$ cat config.mk
export PLATFORM = sky130hd
export DESIGN_NAME = cfifo_top
export DESIGN_NICKNAME = d
export VERILOG_FILES = /design/src/rtl/cfifo_pkg.sv /design/src/rtl/cfifo_ctrl.sv /design/src/rtl/cfifo_ptrs.sv /design/src/rtl/cfifo_mem.sv /design/src/rtl/cfifo_status.sv /design/src/rtl/cfifo_top.sv
export SDC_FILE = /design/constraint.sdc
export NUM_CORES = 1
export LEC_CHECK = 0
export ABC_AREA = 1
export BUFFER_PORTS_ARGS = -buffer_cell sky130_fd_sc_hd__buf_2
export CAP_MARGIN = 20
export CORE_AREA = 2 2 462 235
export CTS_BUF_LIST = sky130_fd_sc_hd__clkbuf_16
export CTS_CLUSTER_SIZE = 40
export DETAILED_ROUTE_END_ITERATION = 16
export DIE_AREA = 0 0 464 237
export MAX_ROUTING_LAYER = met4
export PLACE_DENSITY_LB_ADDON = 0.25
export SLEW_MARGIN = 15
export SYNTH_ARGS = -nofsm -noshare
export SYNTH_HDL_FRONTEND = slang
export SYNTH_SLANG_ARGS = --single-unit
$ cat constraint.sdc
create_clock -name clk -period 3.4 [get_ports clk]
set_input_delay 0.51 -clock clk [delete_from_list [all_inputs] [get_ports clk]]
set_output_delay 0.51 -clock clk [all_outputs]
set_load 0.01 [all_outputs]
$ cat src/rtl/cfifo_pkg.sv
package cfifo_pkg;

    localparam int unsigned FIFO_DEPTH = 32;
    localparam int unsigned DATA_W     = 32;
    localparam int unsigned LEVEL_MARK = 8;

    typedef enum logic {
        DIR_TX = 1'b0,
        DIR_RX = 1'b1
    } dir_e;

    // level flags of one direction
    typedef struct packed {
        logic full;
        logic empty;
        logic avail;
        logic level;
    } lvl_flags_t;

    // per-cycle decisions of the access controller
    typedef struct packed {
        logic push;
        logic pop;
        logic underrun_ev;
        logic overrun_ev;
    } xfer_t;

    function automatic lvl_flags_t calc_lvl(int unsigned cnt, int unsigned depth,
                                            int unsigned mark, dir_e d);
        lvl_flags_t f;
        f.full  = (cnt == depth);
        f.empty = (cnt == 0);
        f.avail = (cnt != 0);
        if (d == DIR_TX) f.level = ((depth - cnt) >= mark);
        else             f.level = (cnt >= mark);
        return f;
    endfunction

endpackage

$ cat src/rtl/cfifo_ctrl.sv
module cfifo_ctrl
    import cfifo_pkg::*;
#(
    parameter int unsigned DEPTH = FIFO_DEPTH,
    localparam int unsigned CW   = $clog2(DEPTH) + 1
) (
    input  logic          en,
    input  dir_e          dir,
    input  logic          bus_hit,
    input  logic          bus_wr,
    input  logic          bus_rd,
    input  logic          dp_wr,
    input  logic          dp_rd,
    input  logic [CW-1:0] count,
    output xfer_t         xf
);

    logic is_full;
    logic is_empty;

    assign is_full  = (count == CW'(DEPTH));
    assign is_empty = (count == '0);

    always_comb begin
        xf = '0;
        if (en) begin
            if (dir == DIR_TX) begin
                xf.push        = bus_wr & bus_hit & ~is_full;
                xf.pop         = dp_rd & ~is_empty;
                xf.underrun_ev = dp_rd & is_empty;
            end else begin
                xf.push        = dp_wr & ~is_full;
                xf.pop         = bus_rd & bus_hit & ~is_empty;
                xf.overrun_ev  = dp_wr & is_full;
            end
        end
    end

endmodule

$ cat src/rtl/cfifo_ptrs.sv
module cfifo_ptrs
    import cfifo_pkg::*;
#(
    parameter int unsigned DEPTH = FIFO_DEPTH,
    localparam int unsigned PW   = $clog2(DEPTH),
    localparam int unsigned CW   = PW + 1
) (
    input  logic          clk,
    input  logic          rst,
    input  logic          en,
    input  xfer_t         xf,
    output logic [PW-1:0] wr_ptr,
    output logic [PW-1:0] rd_ptr,
    output logic [CW-1:0] count,
    output logic [CW-1:0] count_next
);

    function automatic logic [PW-1:0] bump(logic [PW-1:0] p);
        return (p == PW'(DEPTH - 1)) ? '0 : p + 1'b1;
    endfunction

    always_comb begin
        count_next = count;
        case ({xf.push, xf.pop})
            2'b10:   count_next = count + 1'b1;
            2'b01:   count_next = count - 1'b1;
            default: count_next = count;
        endcase
        if (!en) count_next = '0;
    end

    always_ff @(posedge clk) begin
        if (rst || !en) begin
            wr_ptr <= '0;
            rd_ptr <= '0;
            count  <= '0;
        end else begin
            if (xf.push) wr_ptr <= bump(wr_ptr);
            if (xf.pop)  rd_ptr <= bump(rd_ptr);
            count <= count_next;
        end
    end

endmodule

$ cat src/rtl/cfifo_mem.sv
module cfifo_mem
    import cfifo_pkg::*;
#(
    parameter int unsigned DEPTH = FIFO_DEPTH,
    parameter int unsigned DW    = DATA_W,
    localparam int unsigned PW   = $clog2(DEPTH)
) (
    input  logic          clk,
    input  logic          we,
    input  logic [PW-1:0] waddr,
    input  logic [DW-1:0] wdata,
    input  logic [PW-1:0] raddr,
    output logic [DW-1:0] rdata
);

    logic [DW-1:0] cells [DEPTH];

    for (genvar g = 0; g < DEPTH; g++) begin : g_cell
        always_ff @(posedge clk) begin
            if (we && waddr == PW'(g)) cells[g] <= wdata;
        end
    end

    assign rdata = cells[raddr];

endmodule

$ cat src/rtl/cfifo_status.sv
module cfifo_status
    import cfifo_pkg::*;
#(
    parameter int unsigned DEPTH = FIFO_DEPTH,
    parameter int unsigned MARK  = LEVEL_MARK,
    localparam int unsigned CW   = $clog2(DEPTH) + 1
) (
    input  logic          clk,
    input  logic          rst,
    input  logic          en,
    input  dir_e          dir,
    input  logic [CW-1:0] count_next,
    input  xfer_t         xf,
    input  logic          dp_wr,
    input  logic          clr_wr,
    input  logic [1:0]    clr_mask,
    output lvl_flags_t    tx_f,
    output lvl_flags_t    rx_f,
    output logic          underrun,
    output logic          overrun,
    output logic          rx_act
);

    lvl_flags_t nxt;

    assign nxt = calc_lvl(int'(count_next), DEPTH, MARK, dir);

    always_ff @(posedge clk) begin
        if (rst || !en) begin
            tx_f     <= '0;
            rx_f     <= '0;
            underrun <= 1'b0;
            overrun  <= 1'b0;
            rx_act   <= 1'b0;
        end else begin
            tx_f     <= (dir == DIR_TX) ? nxt : '0;
            rx_f     <= (dir == DIR_RX) ? nxt : '0;
            underrun <= (underrun & ~(clr_wr & clr_mask[0])) | xf.underrun_ev;
            overrun  <= (overrun  & ~(clr_wr & clr_mask[1])) | xf.overrun_ev;
            rx_act   <= (dir == DIR_RX) & dp_wr;
        end
    end

endmodule

$ cat src/rtl/cfifo_top.sv
module cfifo_top
    import cfifo_pkg::*;
#(
    parameter int unsigned DEPTH  = FIFO_DEPTH,
    parameter int unsigned DW     = DATA_W,
    parameter int unsigned MARK   = LEVEL_MARK,
    parameter int unsigned ADDR_W = 12,
    parameter logic [ADDR_W-1:0] BASE = 12'h080,
    localparam int unsigned PW      = $clog2(DEPTH),
    localparam int unsigned CW      = PW + 1,
    localparam int unsigned WIN_LSB = $clog2(DEPTH * DW / 8)
) (
    input  logic              clk,
    input  logic              rst,
    input  logic              en,
    input  logic              dir_rx,
    input  logic [ADDR_W-1:0] bus_addr,
    input  logic              bus_wr,
    input  logic [DW-1:0]     bus_wdata,
    input  logic              bus_rd,
    output logic [DW-1:0]     bus_rdata,
    input  logic              clr_wr,
    input  logic [1:0]        clr_mask,
    input  logic              dp_wr,
    input  logic [DW-1:0]     dp_wdata,
    input  logic              dp_rd,
    output logic [DW-1:0]     dp_rdata,
    output logic              tx_full,
    output logic              tx_empty,
    output logic              tx_avail,
    output logic              tx_half_empty,
    output logic              rx_full,
    output logic              rx_empty,
    output logic              rx_avail,
    output logic              rx_half_full,
    output logic              tx_underrun,
    output logic              rx_overrun,
    output logic              rx_active,
    output logic              dma_req
);

    localparam logic [ADDR_W-1:0] WIN_MASK = ~((ADDR_W'(1) << WIN_LSB) - 1'b1);

    dir_e          dir;
    logic          bus_hit;
    xfer_t         xf;
    logic [PW-1:0] wr_ptr;
    logic [PW-1:0] rd_ptr;
    logic [CW-1:0] count;
    logic [CW-1:0] count_next;
    logic [DW-1:0] wdata;
    logic [DW-1:0] rdata;
    lvl_flags_t    tx_f;
    lvl_flags_t    rx_f;

    assign dir     = dir_e'(dir_rx);
    assign bus_hit = (((bus_addr ^ BASE) & WIN_MASK) == '0);
    assign wdata   = (dir == DIR_TX) ? bus_wdata : dp_wdata;

    cfifo_ctrl #(.DEPTH(DEPTH)) ctrl_i (
        .en      (en),
        .dir     (dir),
        .bus_hit (bus_hit),
        .bus_wr  (bus_wr),
        .bus_rd  (bus_rd),
        .dp_wr   (dp_wr),
        .dp_rd   (dp_rd),
        .count   (count),
        .xf      (xf)
    );

    cfifo_ptrs #(.DEPTH(DEPTH)) ptrs_i (
        .clk        (clk),
        .rst        (rst),
        .en         (en),
        .xf         (xf),
        .wr_ptr     (wr_ptr),
        .rd_ptr     (rd_ptr),
        .count      (count),
        .count_next (count_next)
    );

    cfifo_mem #(.DEPTH(DEPTH), .DW(DW)) mem_i (
        .clk   (clk),
        .we    (xf.push),
        .waddr (wr_ptr),
        .wdata (wdata),
        .raddr (rd_ptr),
        .rdata (rdata)
    );

    cfifo_status #(.DEPTH(DEPTH), .MARK(MARK)) status_i (
        .clk        (clk),
        .rst        (rst),
        .en         (en),
        .dir        (dir),
        .count_next (count_next),
        .xf         (xf),
        .dp_wr      (dp_wr),
        .clr_wr     (clr_wr),
        .clr_mask   (clr_mask),
        .tx_f       (tx_f),
        .rx_f       (rx_f),
        .underrun   (tx_underrun),
        .overrun    (rx_overrun),
        .rx_act     (rx_active)
    );

    assign bus_rdata     = rdata;
    assign dp_rdata      = rdata;
    assign tx_full       = tx_f.full;
    assign tx_empty      = tx_f.empty;
    assign tx_avail      = tx_f.avail;
    assign tx_half_empty = tx_f.level;
    assign rx_full       = rx_f.full;
    assign rx_empty      = rx_f.empty;
    assign rx_avail      = rx_f.avail;
    assign rx_half_full  = rx_f.level;
    assign dma_req       = tx_f.level | rx_f.level;

endmodule

==> flow_summary.yaml, run 1 <==
finish:
  final_common_cell: "edfxtp_1"
  nNetsFinal: 3547
  fin_cells: 4958
  fill_cells: 9182
  area_growth_pct: 20.5
  final_util: 0.478
  layout_common_cells: "edfxtp_1, nor2_1, o21ai_0"
  post_route_cells_drive_above_1_share: 0.189
sta:
  max-slew-margin-rel: 0.211
  fin_setup_tns_ns: -0.0335
  hold_viol: 0
  clock.fmax_ghz: 0.293
  worst_pin_slew_ns: 1.18
  min_period_ns: 3.42
  skew_ns: 0.0303
  hold_slack_ns: 0.0828
  slew_viol_final: 0
  rsz0062_at_grt: "yes"
  setup_viol: 4
  fin_crit_sh: 1.00
  setup_ws_ns: -0.0162
synthesis:
  synth_top_family_by_area: "compound AO/OA/AOI/OAI gates"
  yosys.area_share.simple: 0.0853
  netlist_area_um2: 42100
  synthMuxAreaShare: 0
  syn_inst: 3190
  synthAdderAreaFrac: 0.00327
  syn-num-nets: 3288
  synth_compound_area_frac: 0.129
  yosysSeqAreaShare: 0.745
  ys_ff_latch: 1056
  ys_warn_count: 0
  synthXorXnorAreaFrac: 0.000416
  synth_cell_types: 38
  syn_avg_cell_area_um2: 13.2
place:
  hpwlAfterDp_mm: 78.8
  dp_slack_ns: -0.0157
  io_buffers: 155
  gp_congestion: 0.824
  dp.cells: 4712
clock_network:
  clk_pin_slew_ns: 0.07
  cts_tree: "yes"
  htreeDepth: 3
  cts_buffers: 92
  cts_sinks: 1056
  clockBufferDepth: 3
  clk-insertion-delay-late_ns: 0.70
  ctsRootBufferMaster: "clkbuf_16"
grt:
  grt_first_pass_wirelength_mm: 196
  antenna_found_initial: 5
  grt_max_degree: 57
  grtUsageTotal: 0.255
  grt_pass1_vias: 26372
  grt_overflow: 0
detailed_routing:
  drc: 0
  drtPass1Iterations: 5
  drt_iter0_markers: 4555
  wl_per_cell_um: 28.9
  wl_mm: 143
  viasPerCell: 5.88
  ant_nets: 0
  via_count: 29137
floorplan:
  initial_core_util: 0.396
  die-area_um2: 110000
  core_area_um2: 106000
  pin_count: 163
  die_x_um: 464
  die-height_um: 237
  row_count: 85
worst_setup_path:
  start_kind: "register"
  crit_path_cell_trace: "buf_6 > buf_4 > bufbuf_16 > nor2_1 > o221ai_1 > nand3_1 > a31oi_4 > buf_4 > buf_2"
  cp_slowest_cell: "dfxtp_4"
  crit_top_cell: "buf_4"
  worstSetupPathType: "reg2out"
  cp_max_fo: 32
  cp.arrival_ns: 2.91
  slowest_delay_ns: 0.43
  reg2reg_slack_ns: 0.32
  end_kind: "output port"
  worst_ep_required_time_ns: 2.89
job:
  maxCapViolCount: 0
outcome:
  outcome: "finished with violations"
  violations: "negative setup slack"
worst_hold_path:
  min_path_type: "in2reg"
power:
  p_per_area_nw_per_um2: 510
  ir_drop_mv: 0.363
  power_leakage_uw: 0.0171
state kept, by name, summed over array words and instances, names as in the netlist, named ones only:
register,count
status_i.overrun,1
mem_i.cells,1024
status_i.rx_f,4
ptrs_i.count,6
status_i.tx_f,4
status_i.underrun,1
ptrs_i.rd_ptr,5
ptrs_i.wr_ptr,5
status_i.rx_act,1
layer usage:
layer	global-route usage	share of wire
met1	0.396	0.46
met2	0.325	0.40
met3	0.0712	0.12
met4	0.0554	0.017
met5	-	0
report_power, final:
| part | switching, uW | total (uW) | leakage (uW) | internal, uW |
|---|---|---|---|---|
| clock | 4890 | 10500 | 0.00152 | 5650 |
| combinational | 689 | 952 | 0.00603 | 263 |
| sequential | 8.81 | 14400 | 0.00950 | 14400 |
| total | 5590 | 25900 | 0.0171 | 20300 |
cell usage after synthesis (all sizes together):
cell	n	area [um2]
edfxtp	1024	30700
nor2	649	2440
o21ai	560	2800
o221ai	186	1630
nand2	166	623
buf	145	911
clkbuf	117	443
nand3	90	455
o22ai	70	438
inv	45	181
a31oi	32	200
dfxtp	32	641
a32oi	30	263
a21oi	14	73.8
ha	11	138
nor3	6	30.0
nor3b	2	15.0
or2	2	12.5
xor2	2	17.5
a211oi	1	7.51
a31o	1	8.76
a32o	1	10.0
clkinv	1	3.75
nand3b	1	7.51
nand4	1	6.26
o21bai	1	7.51
worst paths after layout:
kind	startpoint	to	depth (start not counted)
hold / removal	dp_wr	status_i.rx_act	3
hold reg to reg	status_i.underrun	status_i.underrun	2
setup reg to reg	ptrs_i.count[1]	mem_i.cells[6][23]	13
setup / recovery	register	bus_rdata[18]	9
metrics by stage:
step                total power, uW  area, um2
finish                        25900      50700
global route                  26500      50700
CTS                           25900      49600
detailed placement            15500      45600
global placement              15500      45600
floorplan                     15100      42100
area by class of cell:
class	count	area (um2)	share of cell area
Clock inverter	70	526	0.0104
Sequential cell	1056	31400	0.619
Timing Repair Buffer	420	4410	0.0870
Timing Repair inverter	7	101	0.00200
Antenna cell	2	5.00	0.0000986
Clock buffer	96	2400	0.0473
Inverter	46	235	0.00464
Multi-Input combinational cell	1826	9860	0.194
Tap cell	1435	1800	0.0354
kinds of logic after synthesis:
logic type / count (synthesis)
buffers and inverters: 308
and+or+nand+nor: 917
adders and majority gates: 11
xor gates and xnor gates: 2
AOI/OAI and AO/OA: 896
DFF: 1056
worst max-delay path, delay by kind of cell, from the launching register on:
family | cells | cell delay [ns]
AO/OA/AOI/OAI | 2 | 0.46
flip-flops | 1 | 0.43
buffers and inverters | 5 | 1.04
AND/OR/NAND/NOR | 2 | 0.26
timing repair:
| action | in CTS | in global routing |
|---|---|---|
| hold buffers | 1 | 0 |
| resized for setup | 78 | 106 |
| gates cloned | 17 | 20 |
| pin swaps | 14 | 35 |
| setup buffers | 17 | 23 |
| endpoints found under the setup margin | 64 | 61 |
| endpoints found under the hold margin | 2 | 0 |
(Power assumes the default switching activity.)
==> run 2: changes to the inputs <==
--- a/config.mk
+++ b/config.mk
@@ -15,6 +15,7 @@
 export DIE_AREA = 0 0 464 237
 export MAX_ROUTING_LAYER = met4
 export PLACE_DENSITY_LB_ADDON = 0.25
+export SETUP_SLACK_MARGIN = 0.05
 export SLEW_MARGIN = 15
 export SYNTH_ARGS = -nofsm -noshare
 export SYNTH_HDL_FRONTEND = slang
==> run 2 against run 1 <==
The run now ends clean. Sequential cell count stayed put. Register-to-register slack got worse by 0.02 ns. Count of clock-buffer cells in the layout unchanged. Critical path depth stayed put. Hold slack better by 0.0060 ns.
==> flow_summary.yaml, run 2 (synthesis gave the netlist of run 1 again) <==
finish:
  fin_cells: 4964
  final_util: 0.479
  layout_common_cells: "edfxtp_1, nor2_1, o21ai_0"
  largest_register: "mem_i.cells"
  area_growth_pct: 20.8
  nNetsFinal: 3554
  post_route_cells_drive_above_1_share: 0.190
  final_area_um2: 50900
  final_common_cell: "edfxtp_1"
  largest_reg_flops: 1024
  top_regs: "mem_i.cells (1024), ptrs_i.count (6)"
grt:
  grt_pass1_vias: 26494
  antenna_found_initial: 5
  grt_first_pass_wirelength_mm: 199
  grtUsageTotal: 0.260
  grt_max_degree: 57
  grt_overflow: 0
place:
  gp_congestion: 0.824
  io_buffers: 155
  dp.cells: 4712
  hpwlAfterDp_mm: 78.8
  place_area_um2: 45600
worst_hold_path:
  min_path_type: "in2reg"
detailed_routing:
  ant_nets: 0
  via_count: 29248
  wl_mm: 145
  drc: 0
  viasPerCell: 5.89
  drt_iter0_markers: 4872
  wl_per_cell_um: 29.2
  drtPass1Iterations: 7
floorplan:
  die_x_um: 464
  die-height_um: 237
  die-area_um2: 110000
  core_area_um2: 106000
  initial_core_util: 0.396
  row_count: 85
  pin_count: 163
power:
  p_per_area_nw_per_um2: 509
  ir_drop_mv: 0.359
  power_uw: 25900
  power_leakage_uw: 0.0171
sta:
  clock.fmax_ghz: 0.298
  fin_setup_tns_ns: 0
  hold_viol: 0
  rsz0062_at_grt: "yes"
  worst_pin_slew_ns: 1.14
  setup_viol: 0
  min_period_ns: 3.35
  skew_ns: 0.0352
  slew_viol_final: 0
  fin_crit_sh: 0.986
  max-slew-margin-rel: 0.236
clock_network:
  cts_tree: "yes"
  ctsRootBufferMaster: "clkbuf_16"
  cts_sinks: 1056
  cts_buffers: 92
  clk-insertion-delay-late_ns: 0.71
  clk_pin_slew_ns: 0.07
  clockBufferDepth: 3
  htreeDepth: 3
worst_setup_path:
  cp_max_fo: 22
  slowest_delay_ns: 0.38
  cp.arrival_ns: 2.84
  cp_slowest_cell: "dfxtp_4"
  worst_ep_required_time_ns: 2.89
  start_kind: "register"
  end_kind: "output port"
  worstSetupPathType: "reg2out"
  crit_path_cell_trace: "buf_12 > inv_16 > buf_6 > o21ai_0 > o221ai_1 > nand3_1 > a32oi_1 > buf_4 > buf_2"
job:
  maxCapViolCount: 0
outcome:
  outcome: "finished clean"
run 2: changes by cell type in the layout (fill, tap and decap cells not counted), sizes merged:
cell / change
buf: +2
bufbuf: +3
clkinv: -1
diode: -1
inv: +3
run 2: path summary, 6_finish.rpt:
path | start | to | slack [ns] | cells after the start
min reg2reg | status_i.underrun | status_i.underrun | 0.49 | 2
max | register | dp_rdata[15] | 0.05 | 9
max reg2reg | ptrs_i.count[1] | mem_i.cells[14][24] | 0.30 | 13
min | clr_mask[0] | status_i.underrun | 0.09 | 4
run 2: routing by layer:
layer  vias up  routed length, um  global-route usage
met5         -                  0                   -
met4         0               2650              0.0590
met3       166              18700              0.0781
met2      1837              57100               0.328
met1     14713              66500               0.402
li1      12532                  -                   -
run 2: area by class of cell:
cell class	count	area (um2)
multi-input combinational	1826	9850
tap	1435	1800
sequential	1056	31400
fill	9163	55400
timing repair inverter	9	125
antenna	1	2.50
inverter	46	230
timing repair buffer	425	4540
clock buffer	96	2400
clock inverter	70	526
run 2: repair_timing:
item	in CTS	in global routing
buffers inserted	20	20
resized for setup	94	86
endpoints found under the hold margin	2	0
gates cloned	26	18
setup endpoints to repair	64	62
hold buffers	1	0
pin swaps	24	35
run 2: power by group:
group	switching [uW]	internal (uW)	leakage, uW	total, uW
clock	4910	5650	0.00152	10600
sequential	8.77	14400	0.00950	14400
combinational	690	265	0.00611	955
run 2: metrics by stage:
step           hold WS (ns)  worst slack (ns)
6_report             0.0889            0.0472
5_1_grt              0.0985           -0.0298
4_1_cts              0.0455            0.0429
3_5_place_dp          0.472           -0.0157
3_3_place_gp          0.460            0.0268
2_1_floorplan         0.482             0.158
run 2: critical path: cells and delay by family, from the launching register on:
kind	cells	cell delay [ns]
AO/OA/AOI/OAI	3	0.67
flip-flops	1	0.38
buffers and inverters	5	0.87
AND/OR/NAND/NOR	1	0.20
